===== src/rtl/smul_pkg.sv =====
package smul_pkg;

    typedef enum logic [1:0] {
        ST_IDLE = 2'd0,
        ST_RUN  = 2'd1,
        ST_DONE = 2'd2
    } smul_state_t;

    // control bundle from controller to datapath
    typedef struct packed {
        logic p_sel;     // 0: clear value, 1: adder sum
        logic p_en;      // product register enable
        logic ab_load;   // capture operands
        logic ab_shift;  // shift operands
    } smul_ctl_t;

endpackage


===== src/rtl/smul_ctrl.sv =====
module smul_ctrl
    import smul_pkg::*;
(
    input  logic      clk,
    input  logic      rst_n,
    input  logic      start,
    input  logic      b_zero,
    input  logic      b_lsb,
    output smul_ctl_t ctl,
    output logic      done
);

    smul_state_t state_q, state_d;

    always_ff @(posedge clk or negedge rst_n) begin
        if (!rst_n) state_q <= ST_IDLE;
        else        state_q <= state_d;
    end

    always_comb begin
        state_d = state_q;
        unique case (state_q)
            ST_IDLE: if (start)  state_d = ST_RUN;
            ST_RUN:  if (b_zero) state_d = ST_DONE;
            ST_DONE: if (!start) state_d = ST_IDLE;
            default:             state_d = ST_IDLE;
        endcase
    end

    always_comb begin
        ctl  = '0;
        done = 1'b0;
        unique case (state_q)
            ST_IDLE: begin
                ctl.p_sel   = 1'b0;
                ctl.p_en    = 1'b1;
                ctl.ab_load = !start;
            end
            ST_RUN: begin
                ctl.p_sel    = 1'b1;
                ctl.ab_shift = 1'b1;
                ctl.p_en     = b_lsb && !b_zero;
            end
            ST_DONE: begin
                done = 1'b1;
            end
            default: ;
        endcase
    end

    // launch goes straight to the run state
    assert_launch_R3: assert property (@(posedge clk) disable iff (!rst_n)
        (state_q == ST_IDLE && start) |=> (state_q == ST_RUN));

    // holding start keeps the result state
    assert_hold_done_R7: assert property (@(posedge clk) disable iff (!rst_n)
        (state_q == ST_DONE && start) |=> (state_q == ST_DONE));

    // release returns to idle
    assert_release_R8: assert property (@(posedge clk) disable iff (!rst_n)
        (state_q == ST_DONE && !start) |=> (state_q == ST_IDLE));

    // only the three encoded states are ever reached
    assert_legal_state_R6: assert property (@(posedge clk) disable iff (!rst_n)
        state_q != 2'd3);

endmodule


===== src/rtl/smul_opnd_shifter.sv =====
module smul_opnd_shifter #(
    parameter int W = 8
) (
    input  logic           clk,
    input  logic           rst_n,
    input  logic           load,
    input  logic           shift,
    input  logic [W-1:0]   opnd_a,
    input  logic [W-1:0]   opnd_b,
    output logic [2*W-1:0] a_val,
    output logic           b_lsb,
    output logic           b_zero
);

    localparam int AW = 2 * W;

    logic [AW-1:0] a_q;
    logic [W-1:0]  b_q;

    always_ff @(posedge clk or negedge rst_n) begin
        if (!rst_n) begin
            a_q <= '0;
            b_q <= '0;
        end else if (load) begin
            a_q <= {{W{1'b0}}, opnd_a};
            b_q <= opnd_b;
        end else if (shift) begin
            a_q <= {a_q[AW-2:0], 1'b0};
            b_q <= {1'b0, b_q[W-1:1]};
        end
    end

    assign a_val  = a_q;
    assign b_lsb  = b_q[0];
    assign b_zero = (b_q == '0);

    // the multiplier loses one bit per shift and never gains one
    assert_b_shrinks_R5: assert property (@(posedge clk) disable iff (!rst_n)
        (shift && !load) |=> (b_q <= $past(b_q)));

    // no capture or shift leaves operands untouched
    assert_opnd_hold_R7: assert property (@(posedge clk) disable iff (!rst_n)
        (!shift && !load) |=> ($stable(a_q) && $stable(b_q)));

endmodule


===== src/rtl/smul_accum.sv =====
module smul_accum #(
    parameter int W = 8
) (
    input  logic           clk,
    input  logic           rst_n,
    input  logic           p_sel,
    input  logic           p_en,
    input  logic [2*W-1:0] addend,
    output logic [2*W-1:0] product
);

    localparam int PW = 2 * W;

    logic [PW-1:0] p_q;
    logic [PW-1:0] sum;
    logic [PW-1:0] p_next;

    assign sum    = p_q + addend;
    assign p_next = p_sel ? sum : '0;

    always_ff @(posedge clk or negedge rst_n) begin
        if (!rst_n)    p_q <= '0;
        else if (p_en) p_q <= p_next;
    end

    assign product = p_q;

    // accumulation never wraps past 2W bits
    assert_no_wrap_R4: assert property (@(posedge clk) disable iff (!rst_n)
        (p_sel && p_en) |=> (p_q >= $past(p_q)));

endmodule


===== src/rtl/seq_shift_mult.sv =====
module seq_shift_mult
    import smul_pkg::*;
#(
    parameter int W = 8
) (
    input  logic           clk,
    input  logic           rst_n,
    input  logic           start,
    input  logic [W-1:0]   opnd_a,
    input  logic [W-1:0]   opnd_b,
    output logic [2*W-1:0] product,
    output logic           done
);

    localparam int PW = 2 * W;

    smul_ctl_t     ctl;
    logic [PW-1:0] a_val;
    logic          b_lsb;
    logic          b_zero;

    smul_ctrl u_ctrl (
        .clk    (clk),
        .rst_n  (rst_n),
        .start  (start),
        .b_zero (b_zero),
        .b_lsb  (b_lsb),
        .ctl    (ctl),
        .done   (done)
    );

    smul_opnd_shifter #(.W(W)) u_opnd (
        .clk    (clk),
        .rst_n  (rst_n),
        .load   (ctl.ab_load),
        .shift  (ctl.ab_shift),
        .opnd_a (opnd_a),
        .opnd_b (opnd_b),
        .a_val  (a_val),
        .b_lsb  (b_lsb),
        .b_zero (b_zero)
    );

    smul_accum #(.W(W)) u_acc (
        .clk     (clk),
        .rst_n   (rst_n),
        .p_sel   (ctl.p_sel),
        .p_en    (ctl.p_en),
        .addend  (a_val),
        .product (product)
    );

    // the result state is only reached with the multiplier exhausted
    assert_done_b_empty_R6: assert property (@(posedge clk) disable iff (!rst_n)
        done |-> b_zero);

    // product frozen while the result is held
    assert_hold_product_R7: assert property (@(posedge clk) disable iff (!rst_n)
        (done && start) |=> $stable(product));

    // idle with start low gives a zero product next edge
    assert_idle_clear_R2: assert property (@(posedge clk) disable iff (!rst_n)
        (!done && !ctl.p_sel && ctl.p_en && !start) |=> (product == '0));

endmodule


===== config.mk =====
export PLATFORM = sky130hd
export DESIGN_NAME = seq_shift_mult
export DESIGN_NICKNAME = d
export VERILOG_FILES = /design/src/rtl/smul_pkg.sv /design/src/rtl/smul_ctrl.sv /design/src/rtl/smul_opnd_shifter.sv /design/src/rtl/smul_accum.sv /design/src/rtl/seq_shift_mult.sv
export SDC_FILE = /design/constraint.sdc
export NUM_CORES = 1
export LEC_CHECK = 0
export ABC_AREA = 1
export BUFFER_PORTS_ARGS = -buffer_cell sky130_fd_sc_hd__buf_2
export CAP_MARGIN = 20
export CORE_ASPECT_RATIO = 0.5
export CORE_MARGIN = 10
export CORE_UTILIZATION = 52
export DETAILED_ROUTE_END_ITERATION = 16
export GPL_TIMING_DRIVEN = 0
export PLACE_DENSITY = 0.77
export SYNTH_ARGS = -nofsm -noshare
export SYNTH_HDL_FRONTEND = slang
export SYNTH_SLANG_ARGS = --single-unit

===== constraint.sdc =====
create_clock -name clk -period 1.7 [get_ports clk]
set_input_delay 0.34 -clock clk [delete_from_list [all_inputs] [get_ports clk]]
set_output_delay 0.34 -clock clk [all_outputs]
set_load 0.01 [all_outputs]

Yosys cells after proc, flatten, opt, wreduce, memory -nomap -nowiden
Index checks and enable logic that the tools add are counted.

Register bits after elaboration: 42. Bits of input ports: 19. Logic and storage cells: 30.

Add/subtract/negate cells: 1. Equal/unequal tests: 5. Mux-type cells: 13. Reductions and logical operators: 7.

Operators with widths (number): $mux W16 (3); $add A16 B16 Y16 (1); $mux W8 (2); $logic_not A8 Y1 (1); $mux W2 (3); $pmux W2 S3 (1); $ne A2 B2 Y1 const B (2); $pmux W2 S2 (1); $mux W1 (3); $reduce_and A3 Y1 (1); $eq A2 B1 Y1 const B (1); $eq A2 B2 Y1 const B (1); $logic_not A1 Y1 (2); $logic_not A2 Y1 (1); $ne A2 B1 Y1 const B (1); $reduce_bool A2 Y1 (1); $logic_and A1 B1 Y1 (1).

Longest topological paths before layout
Depth after elaboration: 5. Mapped depth: 11.

Hierarchy
Synthesis repeated with hierarchy kept, for this count alone.

Cell total of the unflattened synthesis: 392. Area, all modules: 2742.6 µm².

Modules (own cells, without submodules): smul_accum (times used 1, cells an instance 243, area each 1517.7 µm², sequential area each 400.4 µm²); smul_opnd_shifter (times used 1, cells an instance 129, area each 1089.8 µm², sequential area each 600.6 µm²); smul_ctrl (times used 1, cells an instance 20, area each 135.1 µm², sequential area each 50.0 µm²).

Worst setup path before layout
OpenSTA, ideal clock, no wires.

Kind: register to register. Start point: reg u_acc.p_q[0], in the netlist u_acc.product[0]. End point: reg u_acc.p_q[12], in the netlist u_acc.product[12]. Setup time: 117 ps. Arrival time: 1536 ps. Required time: 1583 ps. Slack: 47 ps. Stages on the path, launching flop included: 12. Buffers on the path: 0. Period minus slack after synthesis: 1653 ps. Cells stage by stage: dfrtp_1 ha_1 inv_1 fa_1 inv_1 nand3_1 nand3_1 nand3_1 nand3_1 nand2_1 nand3_1 nand2_1.

Longest elaborated chain between the ends: 2.

RTL lines: from (decl) (line smul_accum.sv:14) `logic [PW-1:0] p_q;`; from (signal assigned) (line smul_accum.sv:23) `else if (p_en) p_q <= p_next;`; $add A16 B16 Y16 (line smul_accum.sv:18) `assign sum = p_q + addend;`; $mux W16 (line smul_accum.sv:19) `assign p_next = p_sel ? sum : '0;`.

Every way passes these cells. A chain may end at the register's enable or synchronous reset.

Worst setup path in the final report
Start point: reg u_acc.p_q[0], in the netlist u_acc.product[0]. End point: reg u_acc.p_q[6], in the netlist u_acc.product[6].

The elaborated chain is that of the path after synthesis.

==> impl_metrics.ini <==
[critical_path]
path_cells = ha_2 > inv_2 > fa_2 > inv_2 > nand2_2 > nand3_4 > buf_6 > a21oi_1 > o21ai_1 > nand2_1
crit_path_end_kind = register
critPathMostFrequentCell = inv_2
slowest_stage = fa_2
cp-start-kind = register
path_delay_family = adder cells
crit_path_max_fanout = 3
worstPathArrival_ns = 1.89
crit_buf_inv = 3
cpPeakStageDelay_ns = 0.40
crit_required_ns = 1.89
worstSetupPathType = reg2reg

[synth]
synth_fa_ha_area_share_pct = 7.74
syn_nets = 387
synthesis.area_um2 = 2680
synth-seq-cells = 42
synth_mux_area_share_pct = 0
yosysUniqueCellTypes = 29
ys_seq_area_share_pct = 39.2
synthSimpleGateAreaFrac_pct = 27.6
synth_cells = 352
synth_compound_area_share_pct = 12.1
synth_top_family_by_area = simple AND/OR/NAND/NOR gates
synth_xor_area_share_pct = 0.653
postSynthAreaPerCell_um2 = 7.62
yosys_warnings = 0

[placed_design]
place_congestion = 0.887
place_ws_ns = -0.111
dp_hpwl_mm = 4.79
place_area_um2 = 2950
io_buffers = 35

[finish]
final_nets = 434
stdcell_area_um2 = 3310
multi_input_area_um2 = 1520
drive_gt1_share_pct = 26.0
seq_area_um2 = 1050
fin_util_pct = 66.8
syn2layout_area_growth_pct = 23.5
n_antenna_cell = 0
final_cell_mix = 110 x nand2_1, 61 x inv_1, 41 x dfrtp_1, 35 x buf_2, 13 x nor2_1
layout_commonest_cell = nand2_1
n_fill_cell = 394

[cts]
clock_path_buffers = 2
cts_made_buffers = 5
cts_root_buf = clkbuf_8
path_clk_slew_ns = 0.09
insertion_delay_ns = 0.30
ctsHtreeMaxLevel = 2
hold_buffers = 0
cts_tree = built
cts_sinks = 42

[sta]
relSlewSlack_pct = 36.3
min_period_over_period_pct = 99.7
fin_setup_tns_ns = 0
rsz0062_at_grt = yes
setup_slack_ns = 0.00436
slew_violations = 0
finalHoldViolCount = 0
tightest_slew_ns = 0.956
fin_worst_skew_ns = 0.00640
period_minus_slack_ns = 1.70
fmax_ghz = 0.590
finalSetupViolations = 0

[power]
p_per_area_nw_per_um2 = 1890
p_leak_nw = 1.76
peakVddDrop_mv = 1.01

[flow_run]
drv_cap = 0

[route]
drt_wl_total_mm = 6.76
dr_total_vias = 2452
wl_per_cell_um = 14.4
drc = 0
first_pass_iters = 4
vias_per_cell = 5.22
antenna_left = 0
drtIter0Drc = 152

[grt]
grt_pass1_vias = 2329
grt_pass1_wl_mm = 10.4
grt_start_max_net_pins = 43
grt_use_total_pct = 14.7
grt-ovfl-total = 0
antenna_found_initial = 0

[floorplan]
start_util_pct = 54.1
dieWidth_um = 122
fp.coreArea_um2 = 4950
die_h_um = 70.8
dieArea_um2 = 8610
ioPinCount = 36
row_count = 18

[outcome]
status = finished, final reports clean

[worst_hold_path]
hold_class = in2async
-- through the flow --
stage / hold WS [ns] / cells / power, mW
final: 0.187 / 470 / 6.25
after global routing: 0.237 / 470 / 6.76
after CTS: 0.226 / 466 / 5.75
after detailed placement: 0.498 / 457 / 5.01
after global placement: 0.492 / 457 / 4.89
after floorplan: 0.0444 / 352 / 4.18
-- path summary, 6_finish.rpt --
check / from / end / slack, ns / depth (start not counted)
worst max-delay path: u_acc.product[0] / u_acc.product[6] / 0.004 / 10
worst min-delay path: rst_n / u_acc.product[2] / 0.19 / 1
worst max register to register: u_acc.product[0] / u_acc.product[6] / 0.004 / 10
worst min register to register: u_acc.product[11] / u_acc.product[11] / 0.52 / 2
max in group asynchronous: rst_n / u_acc.product[6] / 0.86 / 1
min in group clk: opnd_b[7] / u_opnd.b_q[7] / 0.25 / 3
-- per-layer routing --
metal | vias to the layer above | track usage [%] | share of wire (%)
li1 | 1222 | - | -
met1 | 1152 | 19.2 | 45
met2 | 69 | 22.9 | 48
met3 | 9 | 4.04 | 5.5
met4 | 0 | 4.60 | 1.4
met5 | - | 0 | 0
-- layout make-up --
type	count	area share, %
well taps	70	2.64
multi-input cells	236	45.9
clock inverters	2	0.378
inverters	67	7.67
repair buffers	40	6.54
flip-flops and latches	42	31.8
plain buffers	7	2.61
clock buffers	6	2.49
-- report_power, final --
group	total, mW	internal, mW	switching, mW	leakage [nW]
sequential	1.79	1.42	0.375	0.543
clock	0.695	0.327	0.368	0.0472
combinational	3.76	1.58	2.18	1.17
total	6.25	3.33	2.93	1.76
-- flip-flops by register name, summed over array words and instances, names as in the netlist --
| register | count |
|---|---|
| u_opnd.b_q | 8 |
| u_ctrl.state_q | 2 |
| u_opnd.a_val | 16 |
| u_acc.product | 16 |
-- worst reg2reg max path: cells and delay by family, from the launching register on --
kind | cells | cell delay (ns)
compound gates | 2 | 0.14
fa+ha+maj | 2 | 0.60
buf+inv | 3 | 0.24
flops | 1 | 0.37
simple gates | 3 | 0.25
-- what timing repair did --
action | in CTS | in global routing
gates resized for setup | 4 | 36
pin swaps | 0 | 6
setup buffers | 1 | 4
endpoints found under the setup margin | 9 | 10
-- cell usage after synthesis, drive strengths merged --
cell type  instances  area [µm²]
nand2            118         459
inv               67         254
dfrtp             42        1050
nand3             20         100
nor2              18         106
o21ai             17        92.6
ha                15         188
a21oi             10        50.1
o221ai             8        76.3
buf                7        86.3
o22ai              7        43.8
a22oi              6        45.0
nand3b             3        22.5
nand4              3        18.8
nor3               3        15.0
a22o               2        17.5
or2                2        12.5
xor2               2        17.5
and2               1        6.26
fa                 1        20.0
-- cells by family (layout without fill, tap and decap cells) --
group	after synthesis	count (layout)
AO/OA/AOI/OAI	50	50
buffers and inverters	74	122
flip-flops	42	42
XOR/XNOR	2	2
adder cells (fa/ha/maj)	16	16
AND/OR/NAND/NOR	168	168
No activity file was read; power rests on OpenSTA's default activity.
